$ cat config.mk
export PLATFORM = sky130hd
export DESIGN_NAME = senserot_top
export DESIGN_NICKNAME = d
export VERILOG_FILES = /design/src/rtl/senserot_pkg.sv /design/src/rtl/senserot_edge.sv /design/src/rtl/senserot_ring.sv /design/src/rtl/senserot_fsm.sv /design/src/rtl/senserot_top.sv
export SDC_FILE = /design/constraint.sdc
export NUM_CORES = 1
export LEC_CHECK = 0
export BUFFER_PORTS_ARGS = -buffer_cell sky130_fd_sc_hd__buf_2
export CORE_MARGIN = 4
export CORE_UTILIZATION = 54
export CTS_CLUSTER_SIZE = 12
export DETAILED_ROUTE_END_ITERATION = 8
export PLACE_DENSITY = 0.86
export SLEW_MARGIN = 0
export SYNTH_ARGS = -nofsm -noshare
export SYNTH_HDL_FRONTEND = slang
export SYNTH_HIERARCHICAL = 1
export SYNTH_SLANG_ARGS = --single-unit
$ cat constraint.sdc
create_clock -name clk -period 2.7 [get_ports clk]
set_input_delay 0.27 -clock clk [delete_from_list [all_inputs] [get_ports clk]]
set_output_delay 0.27 -clock clk [all_outputs]
set_load 0.01 [all_outputs]
$ cat src/rtl/senserot_pkg.sv
package senserot_pkg;

    typedef enum logic [1:0] {
        PH_WAIT  = 2'd0,
        PH_SENSE = 2'd1,
        PH_HOLD  = 2'd2,
        PH_LOW   = 2'd3
    } phase_t;

    typedef struct packed {
        logic az_a;
        logic az_b;
        logic sns_a;
        logic sns_b;
        logic hold;
    } ctl_t;

endpackage

$ cat src/rtl/senserot_edge.sv
module senserot_edge (
    input  logic clk,
    input  logic rst,
    input  logic hs_cmd,
    output logic rise
);

    logic hs_q;

    always_ff @(posedge clk) begin
        if (rst) begin
            hs_q <= 1'b0;
        end else begin
            hs_q <= hs_cmd;
        end
    end

    assign rise = hs_cmd & ~hs_q;

endmodule

$ cat src/rtl/senserot_ring.sv
module senserot_ring #(
    parameter int SENSE_COUNT = 32,
    localparam int IDX_W = $clog2(SENSE_COUNT)
) (
    input  logic                   clk,
    input  logic                   rst,
    input  logic                   rise,
    output logic [SENSE_COUNT-1:0] sel,
    output logic [IDX_W-1:0]       idx,
    output logic                   odd
);

    localparam logic [IDX_W-1:0] LAST = IDX_W'(SENSE_COUNT - 1);

    logic                   started;
    logic                   step;
    logic [SENSE_COUNT-1:0] sel_nxt;

    assign step = rise & started;

    generate
        for (genvar g = 0; g < SENSE_COUNT; g++) begin : g_ring
            if (g == 0) begin : g_head
                assign sel_nxt[g] = sel[SENSE_COUNT-1];
            end else begin : g_body
                assign sel_nxt[g] = sel[g-1];
            end
        end
    endgenerate

    always_ff @(posedge clk) begin
        if (rst) begin
            started <= 1'b0;
        end else if (rise) begin
            started <= 1'b1;
        end
    end

    always_ff @(posedge clk) begin
        if (rst) begin
            sel <= SENSE_COUNT'(1);
        end else if (step) begin
            sel <= sel_nxt;
        end
    end

    always_ff @(posedge clk) begin
        if (rst) begin
            idx <= '0;
        end else if (step) begin
            idx <= (idx == LAST) ? '0 : idx + 1'b1;
        end
    end

    always_ff @(posedge clk) begin
        if (rst) begin
            odd <= 1'b1;
        end else if (step) begin
            odd <= ~odd;
        end
    end

endmodule

$ cat src/rtl/senserot_fsm.sv
module senserot_fsm
    import senserot_pkg::*;
(
    input  logic   clk,
    input  logic   rst,
    input  logic   rise,
    input  logic   hs_cmd,
    input  logic   dead_time,
    input  logic   odd,
    output phase_t phase,
    output ctl_t   ctl
);

    phase_t phase_nxt;

    always_comb begin
        phase_nxt = phase;
        if (rise) begin
            phase_nxt = PH_SENSE;
        end else begin
            unique case (phase)
                PH_WAIT:  phase_nxt = PH_WAIT;
                PH_SENSE: begin
                    if (dead_time)     phase_nxt = PH_HOLD;
                    else if (!hs_cmd)  phase_nxt = PH_LOW;
                end
                PH_HOLD: begin
                    if (!dead_time)    phase_nxt = hs_cmd ? PH_SENSE : PH_LOW;
                end
                PH_LOW: begin
                    if (dead_time)     phase_nxt = PH_HOLD;
                end
            endcase
        end
    end

    always_ff @(posedge clk) begin
        if (rst) begin
            phase <= PH_WAIT;
        end else begin
            phase <= phase_nxt;
        end
    end

    always_comb begin
        ctl = '0;
        unique case (phase)
            PH_WAIT: ctl = '0;
            PH_SENSE: begin
                ctl.az_a  = odd;
                ctl.az_b  = ~odd;
                ctl.sns_a = ~odd;
                ctl.sns_b = odd;
            end
            PH_HOLD: begin
                ctl.az_a = odd;
                ctl.az_b = ~odd;
                ctl.hold = 1'b1;
            end
            PH_LOW: begin
                ctl.az_a = odd;
                ctl.az_b = ~odd;
            end
        endcase
    end

endmodule

$ cat src/rtl/senserot_top.sv
module senserot_top #(
    parameter int SENSE_COUNT = 32,
    localparam int IDX_W = $clog2(SENSE_COUNT)
) (
    input  logic                   clk,
    input  logic                   rst,
    input  logic                   hs_cmd,
    input  logic                   dead_time,
    output logic [SENSE_COUNT-1:0] elem_sel,
    output logic [IDX_W-1:0]       elem_idx,
    output logic                   az_a,
    output logic                   az_b,
    output logic                   sns_a,
    output logic                   sns_b,
    output logic                   hold
);

    import senserot_pkg::*;

    logic   rise_w;
    logic   odd_w;
    phase_t phase_w;
    ctl_t   ctl_w;

    senserot_edge u_edge (
        .clk    (clk),
        .rst    (rst),
        .hs_cmd (hs_cmd),
        .rise   (rise_w)
    );

    senserot_ring #(.SENSE_COUNT(SENSE_COUNT)) u_ring (
        .clk  (clk),
        .rst  (rst),
        .rise (rise_w),
        .sel  (elem_sel),
        .idx  (elem_idx),
        .odd  (odd_w)
    );

    senserot_fsm u_fsm (
        .clk       (clk),
        .rst       (rst),
        .rise      (rise_w),
        .hs_cmd    (hs_cmd),
        .dead_time (dead_time),
        .odd       (odd_w),
        .phase     (phase_w),
        .ctl       (ctl_w)
    );

    assign az_a  = ctl_w.az_a;
    assign az_b  = ctl_w.az_b;
    assign sns_a = ctl_w.sns_a;
    assign sns_b = ctl_w.sns_b;
    assign hold  = ctl_w.hold;

endmodule

==> run metrics, run 1 <==
CP dominant cell by count=ha_1; Flop pwr share=52.6%; commonest non-fill, non-tap cell in the layout=nand2_1; first-pass GRT wire length=between 4000 and 5000 um; GRT Total Usage=roughly 17%; # port buffers=45; layout cells sized above 1=between 20% and 30%; Core Region=0.00276 mm2; Initial DRC Count=29; Worst-Margin Slew=~0.74 ns; drt first pass iters=4; Routed WL per cell=roughly 12 um; final hold viol count=0; P per Cell Area=around 640 mW/mm2; Max-slew headroom=between 50% and 60%; hold crit path type=input port to flop; cell family with most CP delay=simple AND/OR/NAND/NOR gates; Gate power share=5.0%; multiplexer share of the synthesized area=0%; syn nets=between 150 and 200; largest net degree at the start of global routing=43; Post-Syn Area=between 0.0015 and 0.002 mm2; Die Wd=61.9 um; Die Area=0.00383 mm2; routability cong.=between 0.7 and 0.8; Worst Skew=between 0.009 and 0.01 ns; Final setup viols=0; setup repair bufs after CTS=0; Yosys cell types=25; CTS tree=yes; maxcap violations=0; simple-gate share of the synthesized area=26.4%; VDD IR max=between 400 and 500 uV; sequential area share after synthesis=between 50% and 60%; largest family of logic cells by synthesized area=simple AND/OR/NAND/NOR gates; initial antenna violation count=0; Die Ht=61.9 um; Initial Util=a little under three fifths; final critical-path required period=1.73 ns; Critical path origin=u_ring/idx[0]; final core occ=about 69%; FF-to-FF End=u_ring/idx[2]; Max Clk Rate=slightly below 0.6 GHz; Adder-Cell Fraction of Synth Area=2.32%; Sw Pwr=approximately 240 uW; status=finished clean; Avg Synthesized Cell Area=8.24 um2; Worst-Skew Late Latency=roughly 0.35 ns; Sw Ratio=just over 20%; H-tree depth=2; Synth top area share=a little over half; final antenna-violating net count=0; Synth area leader=dfxtp_1; area post-placement=approximately 0.0018 mm2; Post-CTS Hold Fix Bufs=0; Critical R2R Launch=u_ring/idx[0]; top area cells in the synthesized netlist=dfxtp_1, nand2_1, a21oi_1; setup TNS=0 ns; Worst path max stage delay=between 0.5 and 0.6 ns; drc violations=0; WHS Path Cells=2; most frequent cells in the layout=nand2_1, buf_2, dfxtp_1, a21oi_1, nor2_1; CTS buffer count=5; Worst Hold Launch=hs_cmd; antenna cells=0; Leak=~0.00082 uW; Hold Path Sink=u_edge/hs_q; crit path capture type=flop; vias in the first global route=roughly 1100; Resize count post-CTS=0; Final Routed Wirelength=3040 um; Worst setup SP type=flop; num ports=46; synthesized instance count=190; crit share post-route=63.9%; R2R cell count=5; RSZ-0062 raised after global routing=no; Slowest cell on crit path=or4b_1; Crit Path Max Fanout=6; Final #Nets=about 240; clock power share=between 40% and 50%; WP buf/inv=0; CTS clk-pin slew, worst paths=around 0.11 ns; xor/xnor cell area share of the yosys netlist=less than 1%; Finished Cell Area=roughly 0.0019 mm2; area grow syn2layout=21.1%; CTS Sinks=42; clk root buf=clkbuf_4; vias per cell=about 5.2; Critical Path, Cell by Cell=ha_1 -> and3_1 -> ha_1 -> or4b_1 -> a21oi_1; HPWL Detailed=2040 um; Compound-Gate Fraction of Synth Area=approximately an eighth; WS Path Type=flop to flop; Fill cells=roughly 240; Ys Warns=6; r2r setup slk=0.97 ns; Worst EP arrival=2.01 ns; clk buf depth=2; Synth Register Bits=42; remaining global-route overflow=0; Core Rows=19; via count=1360; Slew Viols, Final=0; critical path required time=2.98 ns; Internal=just under 1000 uW
-- worst max-delay path by stage --
stage                          endpoint  cells after the start
after floorplan           u_ring/idx[2]                      5
after global placement    u_ring/idx[2]                      5
after detailed placement  u_ring/idx[2]                      5
after CTS                 u_ring/idx[2]                      5
after global routing      u_ring/idx[3]                      5
final                     u_ring/idx[2]                      5
-- power by group through the flow --
stage	logic (uW)	registers (uW)	clock network (uW)
2_1_floorplan	44.3	648	0
3_3_place_gp	59.8	648	0
3_5_place_dp	60.1	649	0
4_1_cts	60.0	635	521
5_1_grt	66.4	636	547
6_report	59.9	635	513
-- synth_stat cells --
library cell and n:
maj3_2 1, buf_4 2, xnor2_1 1, clkbuf_1 4, dfxtp_1 42, nor2b_4 2, nand2b_1 2, or4_1 1
nor4bb_1 1, o21ba_1 1, and3b_1 1, a21oi_1 36, nand3_1 1, nand2_1 69, nor2_1 7, and3_1 1
nor2b_1 2, nand3b_1 1, nor3b_1 2, buf_2 6, a31oi_1 1, o21ai_0 2, ha_1 2, and2_1 1
or4b_1 1
-- flip-flops by register name, indices dropped and copies added (netlist names) --
name,cells
u_ring/idx,5
u_ring/started,1
u_ring/odd,1
u_edge/hs_q,1
u_fsm/phase,2
u_ring/sel,32
-- per-stage QoR --
stage | instances | hold WS [ns] | power [uW] | worst slack, ns
2_1_floorplan | 190 | 0.334 | 693 | 1.04
3_3_place_gp | 256 | 0.451 | 708 | 1.04
6_report | 264 | 0.168 | 1210 | 0.974
4_1_cts | 264 | 0.158 | 1220 | 0.972
3_5_place_dp | 256 | 0.456 | 709 | 0.987
5_1_grt | 264 | 0.161 | 1250 | 0.849
-- final cells by class --
type / count / area [um2] / area share [%]
Timing Repair Buffer: 47 / 240 / 12.7
Clock buffer: 6 / 51.3 / 2.70
Tap cell: 31 / 38.8 / 2.04
Clock inverter: 2 / 60.1 / 3.17
Multi-Input combinational cell: 136 / 666 / 35.1
Sequential cell: 42 / 841 / 44.3
-- routing by layer --
| layer | vias to the layer above | global-route usage, % | share of wire, % |
|---|---|---|---|
| li1 | 703 | - | - |
| met1 | 614 | 21.6 | 45 |
| met2 | 38 | 27.2 | 47 |
| met3 | 5 | 3.93 | 6.9 |
| met4 | 0 | 10.0 | 1.7 |
| met5 | - | 0 | 0 |
-- logic make-up (layout without fill, tap and decap cells) --
group,Yosys count,count (layout)
AOI/OAI and AO/OA,40,40
xor gates and xnor gates,1,1
adders and majority gates,3,3
buffers and inverters,12,55
DFF,42,42
and+or+nand+nor,92,92
Power figures use the tool's default switching activity.
==> run 2: changes to the inputs <==
Settings changed: ABC_AREA from default to 1, CORE_UTILIZATION 54 to 45, PLACE_DENSITY 0.86 to 0.77.
Clock period 2.7 ns to 1.4 ns, I/O delays scaled along.
==> run 2 against run 1 <==
  * Worst setup slack got worse by 0.83 ns
  * Sequential power increased by 110%
  * Critical path type unchanged
  * Power increased by 96%
  * Synthesized area increased by 0.40%
  * Worst hold slack got worse by 0.14 ns
  * Routed wire length increased by 2.7%
  * Via count increased by 2.3%
  * Utilization decreased by 11 points
  * Sequential cell count unchanged
  * Final area increased by 1.8%
  * Count of clock-buffer cells in the layout unchanged
  * Combinational power increased to 4.7 times the previous value
==> run metrics, run 2 <==
Placed Cells=292 (was 256); Max Clk Rate=0.798 GHz (was 0.579 GHz); Ys Warns=6 (unchanged); Worst path max stage delay=0.38 ns (was 0.51 ns); hold crit path type=input port to flop (unchanged); CTS buffer count=5 (unchanged); initial antenna violation count=0 (unchanged); maxcap violations=0 (unchanged); largest registers=u_ring/sel: 32 flops, u_ring/idx: 5 flops, u_fsm/phase: 2 flops (unchanged); Slew Viols, Final=0 (unchanged); GRT Total Usage=15.4% (was 17.3%); Worst setup SP type=flop (unchanged); most frequent cells in the layout=nor2_1, buf_2, dfxtp_1, o21ai_1, o21ai_0 (was nand2_1, buf_2, dfxtp_1, a21oi_1, nor2_1); final critical-path required period=1.25 ns (was 1.73 ns); Final setup viols=0 (unchanged); Post-synth EDFFs=0 (unchanged); syn nets=210 (was 196); drc violations=0 (unchanged); top area cells in the synthesized netlist=dfxtp_1, nor2_1, o21ai_1 (was dfxtp_1, nand2_1, a21oi_1); most common cell in the netlist=nor2_1 (was nand2_1); vias per cell=4.65 (was 5.15); final antenna-violating net count=0 (unchanged); cell family with most CP delay=flip-flops (was simple AND/OR/NAND/NOR gates); synthesized instance count=204 (was 190); Slowest cell on crit path=dfxtp_1 (was or4b_1); R2R cell count=9 (was 5); Critical Path, Cell by Cell=ha_1 -> inv_1 -> nor2_1 -> ha_1 -> nand3_1 -> nand2_1 -> inv_1 -> nand2_1 -> nor2_1 (was ha_1 -> and3_1 -> ha_1 -> or4b_1 -> a21oi_1); area grow syn2layout=22.8% (was 21.1%); Initial DRC Count=71 (was 29); CTS Sinks=42 (unchanged); crit path capture type=flop (unchanged); Avg Synthesized Cell Area=7.71 um2 (was 8.24 um2); HPWL Detailed=2240 um (was 2040 um); asr flop ratio synth=0% (unchanged); Synth area leader=dfxtp_1 (unchanged); Final #Nets=259 (was 238); Leak=0.000931 uW (was 0.000815 uW); Critical Path Stages=9 (was 5); Routed WL per cell=10.4 um (was 11.5 um); top cells by count, synth=nor2_1, dfxtp_1, o21ai_1 (was nand2_1, dfxtp_1, a21oi_1); Core Rows=21 (was 19); Max-slew headroom=83.2% (was 50.8%); critical path required time=1.63 ns (was 2.98 ns); num ports=46 (unchanged); max reg flops=32 (unchanged); remaining global-route overflow=0 (unchanged); Cell Count, Final, Fillers Out=299 (was 264); RSZ-0062 raised after global routing=no (unchanged); Initial Util=46.8% (was 56.8%); CTS tree=yes (unchanged); Synth Register Bits=42 (unchanged); Die Wd=67.1 um (was 61.9 um); antenna cells=0 (unchanged); Worst-Skew Late Latency=0.34 ns (was 0.35 ns); Worst Skew=0.0106 ns (was 0.00983 ns); P per Cell Area=1220 mW/mm2 (was 637 mW/mm2); H-tree depth=2 (unchanged); Core Region=0.00336 mm2 (was 0.00276 mm2); layout cells sized above 1=25.3% (was 24.9%); commonest non-fill, non-tap cell in the layout=nor2_1 (was nand2_1); Die Area=0.00451 mm2 (was 0.00383 mm2); Final Routed Wirelength=3120 um (was 3040 um); Resize count post-CTS=0 (unchanged); VDD IR max=753 uV (was 485 uV); routability cong.=0.688 (was 0.723); met3 usage=4.38% (was 3.93%); drt first pass iters=4 (unchanged); Crit Path Max Fanout=4 (was 6); first-pass GRT wire length=5260 um (was 4860 um); WS Path Type=flop to flop (unchanged); setup repair bufs after CTS=0 (unchanged); largest net degree at the start of global routing=24 (was 43); WP buf/inv=2 (was 0); crit share post-route=89.5% (was 63.9%); sequential area share after synthesis=53.5% (was 53.7%); clk root buf=clkbuf_4 (unchanged); Post-Syn Area=0.00157 mm2 (about the same); via count=1391 (was 1360); final hold viol count=0 (unchanged); clk buf depth=2 (unchanged); CTS clk-pin slew, worst paths=0.11 ns (about the same); setup TNS=0 ns (unchanged); # port buffers=45 (unchanged); vias in the first global route=1199 (was 1137); Worst-Margin Slew=0.252 ns (was 0.738 ns); Synth top area share=53.5% (was 53.7%); status=finished clean (unchanged); GR peak layer=met2 (unchanged); Post-CTS Hold Fix Bufs=0 (unchanged); Worst EP arrival=1.48 ns (was 2.01 ns); met1 Use GR=18.9% (was 21.6%); Yosys cell types=18 (was 25); M2 GR Usage=24.3% (was 27.2%); main flop type after synthesis=dfxtp_1 (unchanged); Die Ht=67.1 um (was 61.9 um); most flop-heavy register=u_ring/sel (unchanged); WHS Path Cells=2 (unchanged)
[run 2: cell types whose count changed after synthesis, moves of 3 or more]
cell and delta:
o21ai_1 +21, buf_6 +3, a21oi_1 -33, buf_2 -6
nand3_1 +3, nor2_1 +75, o21ai_0 +13, nand2_1 -60
inv_1 +9
[run 2: power by group]
part	switching, uW	leakage (uW)	total (uW)	internal (uW)
Combinational	163	0.000543	281	118
Clock	358	0.0000443	774	416
Sequential	47.1	0.000343	1310	1260
Total	569	0.000931	2360	1790
[run 2: per-stage QoR]
step           util, %  power (uW)  cell area [um2]  setup slack (ns)  hold slack [ns]
3_5_place_dp      55.0        1620             1850             0.148            0.372
5_1_grt           57.4        2490             1930           0.00142           0.0325
4_1_cts           57.4        2390             1930             0.137          0.00713
6_report          57.4        2360             1930             0.148           0.0271
3_3_place_gp      55.0        1610             1850             0.185            0.373
2_1_floorplan        -        1510             1570             0.154            0.209
[run 2: layout make-up]
cell class	instances	area, um2
multi-input cells	141	619
repair buffers	52	290
well taps	46	57.6
fillers	354	1430
clock inverters	1	30.0
clock buffers	6	51.3
flip-flops and latches	42	842
inverters	11	41.3
[run 2: final timing paths]
path                                     start              to  slack, ns
worst max register to register   u_ring/idx[1]   u_ring/idx[3]       0.15
worst min-delay path                       rst  u_fsm/phase[0]       0.03
worst max-delay path             u_ring/idx[1]   u_ring/idx[3]       0.15
worst min register to register  u_ring/sel[31]   u_ring/sel[0]       0.49
[run 2: metal layers]
metal	vias to the layer above	share of wire, %
li1	742	-
met1	609	48
met2	38	43
met3	2	8.3
met4	0	0.83
met5	-	0
[run 2: logic make-up (layout without fill, tap and decap cells)]
family	count (synthesis)	in the layout	share of synthesized area, %
and+or+nand+nor	98	98	24.4
DFF	42	42	53.5
AOI/OAI and AO/OA	41	41	13.4
buffers and inverters	21	70	7.16
adders and majority gates	2	2	1.59
[run 2: worst register-to-register path: cells and delay by family, from the launching register on]
family | cells | cell delay (ns)
adders and majority gates | 2 | 0.32
buffers and inverters | 2 | 0.10
DFF | 1 | 0.38
and+or+nand+nor | 5 | 0.35
